## config.mk

```make
export PLATFORM = sky130hd
export DESIGN_NAME = mpuart_rx
export DESIGN_NICKNAME = d
export VERILOG_FILES = /design/src/rtl/mpuart_rx_pkg.sv /design/src/rtl/mpuart_rx_sync.sv /design/src/rtl/mpuart_rx_frame.sv /design/src/rtl/mpuart_rx_status.sv /design/src/rtl/mpuart_rx.sv
export SDC_FILE = /design/constraint.sdc
export NUM_CORES = 1
export LEC_CHECK = 0
export ABC_AREA = 1
export BUFFER_PORTS_ARGS = -buffer_cell sky130_fd_sc_hd__buf_2
export CORE_MARGIN = 2
export CORE_UTILIZATION = 50
export DETAILED_ROUTE_END_ITERATION = 8
export MAX_ROUTING_LAYER = met4
export PLACE_DENSITY = 0.81
export SYNTH_ARGS = -nofsm -noshare
export SYNTH_HDL_FRONTEND = slang
export SYNTH_HIERARCHICAL = 1
export SYNTH_SLANG_ARGS = --single-unit
```

## constraint.sdc

```tcl
create_clock -name clk -period 1.95 [get_ports clk]
set_input_delay 0.2925 -clock clk [delete_from_list [all_inputs] [get_ports clk]]
set_output_delay 0.2925 -clock clk [all_outputs]
set_load 0.05 [all_outputs]
```

## src/rtl/mpuart_rx_pkg.sv

```systemverilog
package mpuart_rx_pkg;

  typedef enum logic [2:0] {
    RX_IDLE,
    RX_START,
    RX_DATA,
    RX_NINTH,
    RX_STOP
  } rx_state_e;

  // Value the ninth bit must carry for a good frame: even parity makes the
  // total count of ones even, odd parity makes it odd.
  function automatic logic expected_ninth(input logic [15:0] payload, input logic odd);
    return (^payload) ^ odd;
  endfunction

  // A ninth bit follows the data in multiprocessor mode, or with parity on.
  function automatic logic ninth_present(input logic mp, input logic pen);
    return mp | pen;
  endfunction

endpackage

```

## src/rtl/mpuart_rx_sync.sv

```systemverilog
module mpuart_rx_sync #(
  parameter int STAGES = 2
) (
  input  logic clk,
  input  logic rst_n,
  input  logic din,
  output logic dout
);
  logic [STAGES-1:0] pipe_q;

  generate
    if (STAGES == 1) begin : g_single
      always_ff @(posedge clk or negedge rst_n) begin
        if (!rst_n) pipe_q <= 1'b1;
        else        pipe_q <= din;
      end
    end else begin : g_chain
      always_ff @(posedge clk or negedge rst_n) begin
        if (!rst_n) pipe_q <= '1;
        else        pipe_q <= {pipe_q[STAGES-2:0], din};
      end
    end
  endgenerate

  assign dout = pipe_q[STAGES-1];
endmodule

```

## src/rtl/mpuart_rx_frame.sv

```systemverilog
module mpuart_rx_frame
  import mpuart_rx_pkg::*;
#(
  parameter int DATA_BITS = 8,
  parameter int OVS       = 16
) (
  input  logic                 clk,
  input  logic                 rst_n,
  input  logic                 tick_i,
  input  logic                 rx_en_i,
  input  logic                 mp_mode_i,
  input  logic                 par_en_i,
  input  logic                 line_i,
  output logic                 done_o,
  output logic                 abort_o,
  output logic                 busy_o,
  output logic [DATA_BITS-1:0] data_o,
  output logic                 ninth_o,
  output logic                 stop_o
);
  localparam int CW = $clog2(OVS);
  localparam int BW = (DATA_BITS > 1) ? $clog2(DATA_BITS) : 1;
  localparam logic [CW-1:0] HALF_LAST = CW'(OVS / 2 - 1);
  localparam logic [CW-1:0] FULL_LAST = CW'(OVS - 1);
  localparam logic [BW-1:0] LAST_BIT  = BW'(DATA_BITS - 1);

  rx_state_e             st_q;
  logic [CW-1:0]         cnt_q;
  logic [BW-1:0]         bit_q;
  logic [DATA_BITS-1:0]  shift_q;
  logic                  ninth_q;
  logic                  step;
  logic                  at_half;
  logic                  at_full;

  always_comb begin
    step    = tick_i & rx_en_i;
    at_half = (cnt_q == HALF_LAST);
    at_full = (cnt_q == FULL_LAST);
    done_o  = step && (st_q == RX_STOP) && at_full;
    abort_o = step && (st_q == RX_START) && at_half && line_i;
    busy_o  = (st_q != RX_IDLE);
    data_o  = shift_q;
    ninth_o = ninth_q;
    stop_o  = line_i;
  end

  always_ff @(posedge clk or negedge rst_n) begin
    if (!rst_n) begin
      st_q    <= RX_IDLE;
      cnt_q   <= '0;
      bit_q   <= '0;
      shift_q <= '0;
      ninth_q <= 1'b0;
    end else if (!rx_en_i) begin
      st_q  <= RX_IDLE;
      cnt_q <= '0;
    end else if (tick_i) begin
      case (st_q)
        RX_IDLE: begin
          if (!line_i) begin
            st_q    <= RX_START;
            cnt_q   <= '0;
            ninth_q <= 1'b0;
          end
        end
        RX_START: begin
          if (at_half) begin
            cnt_q <= '0;
            bit_q <= '0;
            st_q  <= line_i ? RX_IDLE : RX_DATA;
          end else begin
            cnt_q <= cnt_q + 1'b1;
          end
        end
        RX_DATA: begin
          if (at_full) begin
            cnt_q   <= '0;
            shift_q <= {line_i, shift_q[DATA_BITS-1:1]};
            if (bit_q == LAST_BIT)
              st_q <= ninth_present(mp_mode_i, par_en_i) ? RX_NINTH : RX_STOP;
            else
              bit_q <= bit_q + 1'b1;
          end else begin
            cnt_q <= cnt_q + 1'b1;
          end
        end
        RX_NINTH: begin
          if (at_full) begin
            cnt_q   <= '0;
            ninth_q <= line_i;
            st_q    <= RX_STOP;
          end else begin
            cnt_q <= cnt_q + 1'b1;
          end
        end
        RX_STOP: begin
          if (at_full) begin
            cnt_q <= '0;
            st_q  <= RX_IDLE;
          end else begin
            cnt_q <= cnt_q + 1'b1;
          end
        end
        default: st_q <= RX_IDLE;
      endcase
    end
  end
endmodule

```

## src/rtl/mpuart_rx_status.sv

```systemverilog
module mpuart_rx_status
  import mpuart_rx_pkg::*;
#(
  parameter int DATA_BITS = 8
) (
  input  logic                 clk,
  input  logic                 rst_n,
  input  logic                 done_i,
  input  logic [DATA_BITS-1:0] data_i,
  input  logic                 ninth_i,
  input  logic                 stop_i,
  input  logic                 mp_mode_i,
  input  logic                 par_en_i,
  input  logic                 par_odd_i,
  input  logic                 rd_i,
  input  logic                 clr_err_i,
  output logic [DATA_BITS-1:0] data_o,
  output logic                 full_o,
  output logic                 par_err_o,
  output logic                 frm_err_o,
  output logic                 ovr_err_o,
  output logic                 adr_o
);
  logic held;
  logic accept;
  logic overrun;
  logic bad_parity;

  always_comb begin
    held       = full_o & ~rd_i;
    accept     = done_i & ~held;
    overrun    = done_i & held;
    bad_parity = par_en_i & ~mp_mode_i &
                 (ninth_i != expected_ninth(16'(data_i), par_odd_i));
  end

  always_ff @(posedge clk or negedge rst_n) begin
    if (!rst_n) begin
      data_o    <= '0;
      full_o    <= 1'b0;
      par_err_o <= 1'b0;
      frm_err_o <= 1'b0;
      ovr_err_o <= 1'b0;
      adr_o     <= 1'b0;
    end else begin
      full_o    <= accept | held;
      par_err_o <= (par_err_o & ~clr_err_i) | (accept & bad_parity);
      frm_err_o <= (frm_err_o & ~clr_err_i) | (accept & ~stop_i);
      ovr_err_o <= (ovr_err_o & ~clr_err_i) | overrun;
      if (accept) begin
        data_o <= data_i;
        adr_o  <= mp_mode_i & ninth_i;
      end
    end
  end
endmodule

```

## src/rtl/mpuart_rx.sv

```systemverilog
module mpuart_rx #(
  parameter int DATA_BITS   = 8,
  parameter int OVS         = 16,
  parameter int SYNC_STAGES = 2
) (
  input  logic                 clk,
  input  logic                 rst_n,
  input  logic                 tick_i,
  input  logic                 rx_en_i,
  input  logic                 mp_mode_i,
  input  logic                 par_en_i,
  input  logic                 par_odd_i,
  input  logic                 irq_en_i,
  input  logic                 rxd_i,
  input  logic                 rd_i,
  input  logic                 clr_err_i,
  output logic [DATA_BITS-1:0] data_o,
  output logic                 full_o,
  output logic                 par_err_o,
  output logic                 frm_err_o,
  output logic                 ovr_err_o,
  output logic                 adr_o,
  output logic                 irq_o
);
  logic                 line;
  logic                 frame_done;
  logic                 start_abort;
  logic                 busy;
  logic [DATA_BITS-1:0] frame_data;
  logic                 frame_ninth;
  logic                 stop_ok;

  mpuart_rx_sync #(.STAGES(SYNC_STAGES)) u_sync (
    .clk  (clk),
    .rst_n(rst_n),
    .din  (rxd_i),
    .dout (line)
  );

  mpuart_rx_frame #(.DATA_BITS(DATA_BITS), .OVS(OVS)) u_frame (
    .clk      (clk),
    .rst_n    (rst_n),
    .tick_i   (tick_i),
    .rx_en_i  (rx_en_i),
    .mp_mode_i(mp_mode_i),
    .par_en_i (par_en_i),
    .line_i   (line),
    .done_o   (frame_done),
    .abort_o  (start_abort),
    .busy_o   (busy),
    .data_o   (frame_data),
    .ninth_o  (frame_ninth),
    .stop_o   (stop_ok)
  );

  mpuart_rx_status #(.DATA_BITS(DATA_BITS)) u_status (
    .clk      (clk),
    .rst_n    (rst_n),
    .done_i   (frame_done),
    .data_i   (frame_data),
    .ninth_i  (frame_ninth),
    .stop_i   (stop_ok),
    .mp_mode_i(mp_mode_i),
    .par_en_i (par_en_i),
    .par_odd_i(par_odd_i),
    .rd_i     (rd_i),
    .clr_err_i(clr_err_i),
    .data_o   (data_o),
    .full_o   (full_o),
    .par_err_o(par_err_o),
    .frm_err_o(frm_err_o),
    .ovr_err_o(ovr_err_o),
    .adr_o    (adr_o)
  );

  assign irq_o = irq_en_i & full_o;
endmodule

```

Yosys cells after proc, flatten, opt, wreduce, memory -nomap -nowiden --
Index checks and enable logic that the tools add are counted.
Word-level totals: ROM bits 0, logic and storage cells 95, latch bits 0, RAM bits 0, input port bits 11, memories 0, register bits after elaboration 34
Cells by class: multiplexer cells 24, multipliers 0, eq/ne operators 21, divide/modulo/power cells 0, add/subtract/negate cells 2, reduce and logical (&&, ||, !) cells 12, $lt $le $gt $ge 0, bitwise gates (word level) 24, shifts and indexed selects 0
Operators by type and width (count):
- $mux 3 | 12
- $mux 4 | 5
- $reduce_xor 16->1 | 1
- $ne 3x2->1 const B | 5
- $pmux 3 s5 | 1
- $and 1x1->1 | 13
- $pmux 4 s3 | 1
- $reduce_and 7->1 | 1
- $eq 3x2->1 const B | 2
- $eq 3x3->1 const B | 2
- $ne 2x1->1 const B | 3
- $ne 2x2->1 const B | 3
- $pmux 3 s2 | 1
- $reduce_and 6->1 | 1
- $not 1->1 | 5
- $or 1x1->1 | 5
- $reduce_and 5->1 | 1
- $add 4x1->4 const B | 1
- $eq 4x3->1 const B | 1
- $eq 4x4->1 const B | 1
- $ne 4x2->1 const B | 1
- $reduce_and 4->1 | 1
- $reduce_bool 2->1 | 2
- $add 3x1->3 const B | 1
- other kinds (11) | 13

Depth between registers and ports, before layout --
Gate-level depths: netlist of the first run.
word-level depth 7, mapped depth 10, gate-level depth less buffers 10

By module --
The synthesis of the first run kept the hierarchy.
Modules (own cells, without submodules):
- mpuart_rx_frame | cells each 162, instances 1, area an instance 1207.4 um^2
- mpuart_rx_status | cells each 86, instances 1, area an instance 648.1 um^2
- mpuart_rx_sync | cells each 2, instances 1, area an instance 52.6 um^2
- mpuart_rx | cells each 2, instances 1, area an instance 7.5 um^2

Least setup slack after synthesis of the first run --
Ideal clock, no wire load.
path type reg-to-reg, start register u_frame.cnt_q[0], end register u_status.data_o[2], path slack 0.418 ns, library setup time 0.118 ns, arrival 1.415 ns, path buffers 1, cell stages (with the launch flop) 8, cell sequence dfrtp_1 > ha_1 > nand3_2 > nor3_1 > nand2_2 > buf_2 > nand2_1 > nand2_1
On the way: cells in the longest elaborated chain, start to end 3
RTL lines:
- start: declaration | RTL line mpuart_rx_frame.sv:28 | logic [CW-1:0] cnt_q;
- start signal: assignment | RTL line mpuart_rx_frame.sv:73 | cnt_q <= cnt_q + 1'b1;
- start signal: assignment | RTL line mpuart_rx_frame.sv:85 | cnt_q <= cnt_q + 1'b1;
- start signal: assignment | RTL line mpuart_rx_frame.sv:94 | cnt_q <= cnt_q + 1'b1;
- $eq 4x4->1 | RTL line mpuart_rx_frame.sv:39 | at_full = (cnt_q == FULL_LAST);
- $logic_and 1x1->1 | RTL line mpuart_rx_frame.sv:40 | done_o = step && (st_q == RX_STOP) && at_full;
- named net frame_done | RTL line mpuart_rx.sv:26 | logic frame_done;
- $and 1x1->1 | RTL line mpuart_rx_status.sv:31 | accept = done_i & ~held;
- end signal: assignment | RTL line mpuart_rx_status.sv:51 | data_o <= data_i;
- end: declaration | RTL line mpuart_rx_status.sv:17 | output logic [DATA_BITS-1:0] data_o,
The timed path passes the listed nets, and every way through them passes these cells. A chain may end at the register's enable or synchronous reset.

Worst setup path after layout of the first run --
start register u_frame.cnt_q[0], end register u_status.par_err_o
On the way: cells in the longest elaborated chain, start to end 5
RTL lines:
- $eq 4x4->1 | RTL line mpuart_rx_frame.sv:39
- $logic_and 1x1->1 | RTL line mpuart_rx_frame.sv:40
- named net frame_done | RTL line mpuart_rx.sv:26
- $and 1x1->1 | RTL line mpuart_rx_status.sv:31
- $and 1x1->1 | RTL line mpuart_rx_status.sv:47 | par_err_o <= (par_err_o & ~clr_err_i) | (accept & bad_parity);
- $or 1x1->1 | RTL line mpuart_rx_status.sv:47
- end signal: assignment | RTL line mpuart_rx_status.sv:47
- end: declaration | RTL line mpuart_rx_status.sv:19 | output logic par_err_o,
The timed path passes the listed nets, and every way through them passes these cells.

==> flow_summary.ini, run 1 <==
[layout]
register_area_um2 = 853
post-route-util_pct = 59.5
final_nets = 293
syn_to_final_growth_pct = 14.0
finalInstanceArea_mm2 = 0.00218
drive_gt1_share_pct = 21.1
multiInputGateArea_um2 = 898
n_antenna_cell = 0
fill_cells = 329

[route]
totalWireLength_um = 3730
drt_iter0_drc = 107
antenna_left = 0
drc = 0
vias = 1624
wire_per_inst_um = 11.4
drtPass1Iterations = 4
vias_per_cell = 4.95

[place]
gp_congestion = 0.926
postPlaceCellArea_mm2 = 0.00207
dp_hpwl_um = 2880
port_buffers = 24

[grt]
grt_max_degree = 35
grt.total_usage_pct = 20.5
grt.overflow.total = 0
grt_pass1_wl_um = 6560
grt_pass1_vias = 1488
antenna_found_initial = 0

[sta]
worst_pin_slew_ns = 0.738
final_max_slew_viol_count = 0
relSlewSlack_pct = 50.8
rsz0062_at_grt = false
whs_ns = 0.0681
hold_violations = 0
setup_tns_ns = 0
fin_crit_sh_pct = 88.6
fin_crit_ns = 1.73
fmax_mhz = 579
setup_viol = 0
fin_skew_ns = 0.00191

[critical_path]
cp.required_ns = 2.18
path_class = reg -> reg
cp_slowest_stage_delay_ns = 0.40
worst_setup_path_start_kind = flop
cp_cell_sequence = ha_1, nand3_2, nor3_2, nand2_2, nor3b_2, nand3_1, nand2_1
worst_path_dominant_cell_family = simple AND/OR/NAND/NOR gates
crit_path_top_delay_cell = dfrtp_1
cp_max_fo = 17
critPathBufInv = 0
arrival_ns = 1.95
crit_path_end_kind = flop

[yosys]
syn-num-nets = 265
synthesis.area_mm2 = 0.00191
syn_area_per_cell_um2 = 7.61
synth_warnings = 6
synth_cells = 251

[floorplanning]
dieArea_mm2 = 0.00433
die_h_um = 65.8
io_pins = 25
coreArea_mm2 = 0.00366
floorplan.initialDensity_pct = 52.2
fp.dieW_um = 65.8
rows = 22

[power_and_ir_drop]
total_leakage_power_nw = 1.22
cellPowerDensity_mw_per_mm2 = 887
ir_drop_mv = 0.509

[clock_network]
htree_levels = 2
cts.sinks = 34
tritoncts = done
cts_setup_buffers = 0
root_buffer = clkbuf_8
worstSkewPairLatency_ns = 0.28
cts-root-to-sink-buffers = 2
hold_buffers = 0
path_clk_slew_ns = 0.07
cts-buffers-inserted = 5

[status]
status = finished, final reports clean

[flow_run]
drv_cap = 0

[min_path]
hold_class = in -> async
==> layer usage <==
metal	part of all wire (%)	global-route usage (%)	wire, um
met5	0	-	0
met4	1.5	9.11	56
met3	3.6	4.94	134
met2	49	32.3	1820
met1	46	25.0	1720
==> registers in the layout (all words and copies together), names as in the netlist <==
| name | cells |
|---|---|
| u_frame/data_o | 8 |
| u_sync/pipe_q | 2 |
| u_frame/bit_q | 3 |
| u_status/par_err_o | 1 |
| u_status/ovr_err_o | 1 |
| u_status/full_o | 1 |
| u_status/adr_o | 1 |
| u_frame/cnt_q | 4 |
| u_frame/st_q | 3 |
| u_status/frm_err_o | 1 |
| u_status/data_o | 8 |
| u_frame/ninth_o | 1 |
==> cell type report <==
class	count	area share [%]
tap	48	2.76
clock buffer	7	3.51
multi-input combinational	179	41.3
clock inverter	1	1.38
timing repair buffer	26	6.21
sequential	34	39.2
inverter	33	5.69
==> report_power, final <==
| group | internal, mW | switching, mW |
|---|---|---|
| registers | 0.752 | 0.0467 |
| clock network | 0.382 | 0.242 |
| logic | 0.165 | 0.343 |
==> final timing paths <==
check | startpoint | end | slack (ns) | cells after the start
setup / recovery | u_frame/cnt_q[0] | u_status/par_err_o | 0.22 | 7
max in group asynchronous | rst_n | u_frame/st_q[1] | 1.41 | 1
min in group clk | rxd_i | u_sync/pipe_q[0] | 0.10 | 1
hold / removal | rst_n | u_frame/cnt_q[3] | 0.07 | 1
setup reg to reg | u_frame/cnt_q[0] | u_status/par_err_o | 0.22 | 7
hold reg to reg | u_sync/pipe_q[0] | u_sync/pipe_q[1] | 0.36 | 0
==> timing repair <==
item	4_1_cts	5_1_grt
hold endpoints to repair	0	0
endpoints found under the setup margin	0	6
resized for setup	0	1
==> metrics by stage <==
stage | cells | setup slack [ns] | total power, mW
2_1_floorplan | 251 | 0.418 | 1.19
3_3_place_gp | 320 | 0.256 | 1.30
3_5_place_dp | 320 | 0.146 | 1.31
4_1_cts | 328 | 0.115 | 1.95
5_1_grt | 328 | 0.0486 | 2.06
6_report | 328 | 0.223 | 1.93
==> cells in the final DEF (no fill, tap or decap), types with 5 or more instances in the layout <==
cell	n
inv_1	29
nand2_1	87
o21ai_2	6
clkbuf_8	5
dfrtp_1	32
o21ai_0	8
nand3_1	23
buf_2	24
nor2_1	19
==> worst register-to-register path, delay by kind of cell, from the launching register on <==
kind | cells | cell delay [ns]
AND/OR/NAND/NOR | 6 | 1.04
flip-flops | 1 | 0.40
adder cells (fa/ha/maj) | 1 | 0.25
Note: power is estimated with default switching activity, not from simulation.
==> run 2, diff against run 1 <==
CORE_UTILIZATION = 35   (was 50)
PLACE_DENSITY = 0.63   (was 0.81)
RECOVER_POWER = 50   (was not set)
==> run 2 against run 1 <==
Net effect: critical path depth increased by 1; register-to-register slack got worse by 0.05 ns; sequential cell count unchanged; combinational power increased by 1%; worst setup slack got worse by 0.047 ns; non-clock buffer count increased by 2; final area increased by 0.92%; global-route usage decreased by 6.4 points; total power decreased by 3.9%; wire length increased by 0.62%; fmax decreased by 2.7%; first-iteration DRC count unchanged; critical endpoint unchanged.
==> flow_summary.ini, run 2 (synthesis gave the netlist of run 1 again) <==
[sta]
worst_pin_slew_ns = 0.846
fmax_mhz = 564
whs_ns = 0.0923
layout_setup_ws_ns = 0.175
fin_crit_ns = 1.77
setup_tns_ns = 0
setup_viol = 0
fin_skew_ns = 0.00712
relSlewSlack_pct = 43.6
final_max_slew_viol_count = 0
fin_crit_sh_pct = 91.0
hold_violations = 0
rsz0062_at_grt = false

[grt]
antenna_found_initial = 0
grt_pass1_vias = 1470
grt.overflow.total = 0
grt.total_usage_pct = 14.1
grt_pass1_wl_um = 6590
grt_max_degree = 35

[place]
dp.cells = 342
pre_cts_ws_ns = 0.148
dp_hpwl_um = 2790
gp_congestion = 0.926
port_buffers = 24
postPlaceCellArea_mm2 = 0.00209

[critical_path]
crit_path_end_kind = flop
path_class = reg -> reg
cp.required_ns = 2.18
arrival_ns = 2.00
rrSetupSlack_ns = 0.18
worst_setup_path_start_kind = flop
cp_max_fo = 6

[layout]
reg.largest.list = u_frame/data_o x8, u_status/data_o x8, u_frame/cnt_q x4
n_antenna_cell = 0
register_area_um2 = 853
multiInputGateArea_um2 = 893
instances_no_fill = 352
syn_to_final_growth_pct = 15.1
final_nets = 295
drive_gt1_share_pct = 20.2
finalInstanceArea_mm2 = 0.00220
layout_commonest_cell = nand2_1
post-route-util_pct = 42.5
mostFrequentLayoutCells = nand2_1 (87), dfrtp_1 (32), inv_1 (29)
fill_cells = 531

[clock_network]
cts-buffers-inserted = 5
cts-root-to-sink-buffers = 2
htree_levels = 2
tritoncts = done
path_clk_slew_ns = 0.07
root_buffer = clkbuf_8
hold_buffers = 0
cts.sinks = 34
worstSkewPairLatency_ns = 0.29

[power_and_ir_drop]
ir_drop_mv = 0.332
total_leakage_power_nw = 1.20
cellPowerDensity_mw_per_mm2 = 845
finalPower_mw = 1.86

[status]
status = finished, final reports clean

[floorplanning]
die_h_um = 77.9
fp.dieW_um = 77.9
floorplan.initialDensity_pct = 36.9
rows = 26
dieArea_mm2 = 0.00606
coreArea_mm2 = 0.00517
io_pins = 25

[route]
drt_iter0_drc = 107
wire_per_inst_um = 10.7
antenna_left = 0
drtPass1Iterations = 4
vias = 1595
totalWireLength_um = 3750
vias_per_cell = 4.53
drc = 0

[min_path]
hold_class = in -> reg

[flow_run]
drv_cap = 0
run 2: worst max-delay path: stages, from the launching register on:
cell and delay, ns:
dfrtp_1 0.39, ha_1 0.24, nand3_2 0.16, nor3_1 0.34
nand2_2 0.12, buf_4 0.16, nor3b_2 0.16, nand3_1 0.09
nand2_1 0.06
run 2: power breakdown:
part           leakage, nW  total, mW  switching, mW  internal (mW)
logic                0.708      0.514          0.349          0.165
registers            0.446      0.797         0.0455          0.752
clock network       0.0472      0.545          0.261          0.284
run 2: path summary, 6_finish.rpt:
kind,to,cells past startpoint,startpoint
max in group asynchronous,u_frame/st_q[2],1,rst_n
max,u_status/par_err_o,8,u_frame/cnt_q[0]
min,u_sync/pipe_q[0],1,rxd_i
min in group asynchronous,u_frame/data_o[1],1,rst_n
max reg2reg,u_status/par_err_o,8,u_frame/cnt_q[0]
min reg2reg,u_sync/pipe_q[1],0,u_sync/pipe_q[0]
run 2: repair_timing:
action,CTS,global route
endpoints found under the setup margin,0,3
gates resized for setup,0,0
buffers inserted,0,2
run 2: final cells by class:
cell class	count	area share (%)
Timing Repair Buffer	28	6.55
Multi-Input combinational cell	179	40.7
Tap cell	70	3.99
Inverter	33	5.64
Sequential cell	34	38.8
Clock inverter	2	0.569
Clock buffer	6	3.76
run 2: layer usage:
metal	track usage [%]	wire length (um)	vias to the layer above
li1	-	-	849
met1	18.3	1920	711
met2	20.3	1610	29
met3	4.07	147	6
met4	6.07	74	0
met5	-	0	-
==> run 3, diff against run 2 <==
PLACE_DENSITY = 0.65   (was 0.63)
clock period = 1.56 ns   (was 1.95 ns; I/O delays follow)
==> run 3 against run 2 <==
Net effect: fmax rose by 20%; global-route usage rose by 0.46 points; non-clock buffer count rose by 15; clock-buffer cell count did not move.
==> flow_summary.ini, run 3 (synthesis gave the netlist of run 1 again) <==
[floorplanning]
floorplan.initialDensity_pct = 36.9
io_pins = 25
coreArea_mm2 = 0.00517
dieArea_mm2 = 0.00606
rows = 26
die_h_um = 77.9
fp.dieW_um = 77.9

[layout]
syn_to_final_growth_pct = 28.2
final_nets = 311
n_antenna_cell = 0
post-route-util_pct = 47.3
layout_commonest_cell = nand2_1
drive_gt1_share_pct = 28.5
mostFrequentLayoutCells = nand2_1 (83), dfrtp_1 (31), inv_1 (28)
finalInstanceArea_mm2 = 0.00245
instances_no_fill = 368
reg.largest.list = u_frame/data_o x8, u_status/data_o x8, u_frame/cnt_q x4

[sta]
fin_crit_sh_pct = 94.9
worst_pin_slew_ns = 0.800
fin_skew_ns = 0.0148
relSlewSlack_pct = 46.7
fmax_mhz = 675
setup_viol = 0
fin_crit_ns = 1.48
hold_violations = 0
final_max_slew_viol_count = 0

[power_and_ir_drop]
finalPower_mw = 2.79
total_leakage_power_nw = 1.33
ir_drop_mv = 0.670
cellPowerDensity_mw_per_mm2 = 1140

[place]
port_buffers = 24
dp_hpwl_um = 3040
gp_congestion = 0.840
postPlaceCellArea_mm2 = 0.00223
dp.cells = 357

[critical_path]
cp_slowest_stage_delay_ns = 0.38
crit_path_top_delay_cell = dfrtp_1
worst_setup_path_start_kind = flop
crit_path_end_kind = flop
cp.required_ns = 1.73
path_class = reg -> reg
cp_common_cell = nand2_1
cp_cell_sequence = ha_2, buf_4, nand2_2, nor2_2, nor2_1, a21oi_2, nand3_2, nand2_1, nand2_1
arrival_ns = 1.66
cp_max_fo = 3

[clock_network]
root_buffer = clkbuf_8
cts.sinks = 34
htree_levels = 2
tritoncts = done
worstSkewPairLatency_ns = 0.29
cts-root-to-sink-buffers = 2
path_clk_slew_ns = 0.07
cts-buffers-inserted = 5

[grt]
grt.overflow.total = 0
top_usage_layer = met2
grt_pass1_wl_um = 6900
use_met1_pct = 17.6
gr-usage-met2_pct = 24.3
grt_use_met3_pct = 2.79
grt_pass1_vias = 1580
grt.total_usage_pct = 14.5
grt_max_degree = 22
antenna_found_initial = 0

[status]
status = finished, final reports clean

[route]
drtPass1Iterations = 4
vias = 1720
drt_iter0_drc = 107
drc = 0
antenna_left = 0
wire_per_inst_um = 11.4
totalWireLength_um = 4200
vias_per_cell = 4.67

[flow_run]
drv_cap = 0

[min_path]
hold_class = in -> reg
==> run 3: stage by stage <==
stage               hold WS (ns)  worst slack, ns  setup TNS (ns)
floorplan                -0.0616           0.0277               0
global placement           0.154            0.109               0
detailed placement         0.156           0.0487               0
CTS                       0.0420           0.0402               0
global route              0.0427          -0.0223         -0.0474
finish                    0.0514           0.0795               0
==> run 3: layer usage <==
layer	routed length (um)	up-vias
met5	0	-
met1	1940	798
met2	2070	37
met4	44	0
met3	143	4
li1	-	881
==> run 3: layout make-up <==
class                      count  area [um2]
multi-input combinational    180         950
sequential                    34         855
inverter                      33         124
clock buffer                   6        82.6
fill                         509        2730
timing repair buffer          43         289
tap                           70        87.6
clock inverter                 2        60.1
==> run 3: report_power, final <==
part / leakage [nW] / switching, mW / internal [mW]
clock network: 0.0714 / 0.320 / 0.682
logic: 0.813 / 0.495 / 0.309
registers: 0.444 / 0.0432 / 0.940
total: 1.33 / 0.858 / 1.93
==> run 3: worst paths after layout <==
check / startpoint / end / slack, ns / cells after the start
max in group asynchronous: rst_n / u_frame/st_q[2] / 0.42 / 3
worst min-delay path: rxd_i / u_sync/pipe_q[0] / 0.05 / 1
worst max-delay path: u_frame/cnt_q[1] / u_frame/bit_q[1] / 0.08 / 9
min in group asynchronous: rst_n / u_frame/bit_q[1] / 0.55 / 2
worst min register to register: u_sync/pipe_q[0] / u_sync/pipe_q[1] / 0.36 / 0
worst max register to register: u_frame/cnt_q[1] / u_frame/bit_q[1] / 0.08 / 9
==> run 3: timing repair <==
| item | in CTS | in global routing |
|---|---|---|
| hold endpoints to repair | 11 | 0 |
| endpoints found under the setup margin | 0 | 25 |
| gates resized for setup | 0 | 15 |
| hold buffers | 1 | 0 |
| buffers inserted | 0 | 1 |
==> run 3: worst max-delay path, delay by kind of cell, from the launching register on <==
family	cells	cell delay (ns)
AO/OA/AOI/OAI	1	0.16
buffers and inverters	1	0.12
adder cells (fa/ha/maj)	1	0.21
flip-flops	1	0.38
AND/OR/NAND/NOR	6	0.49
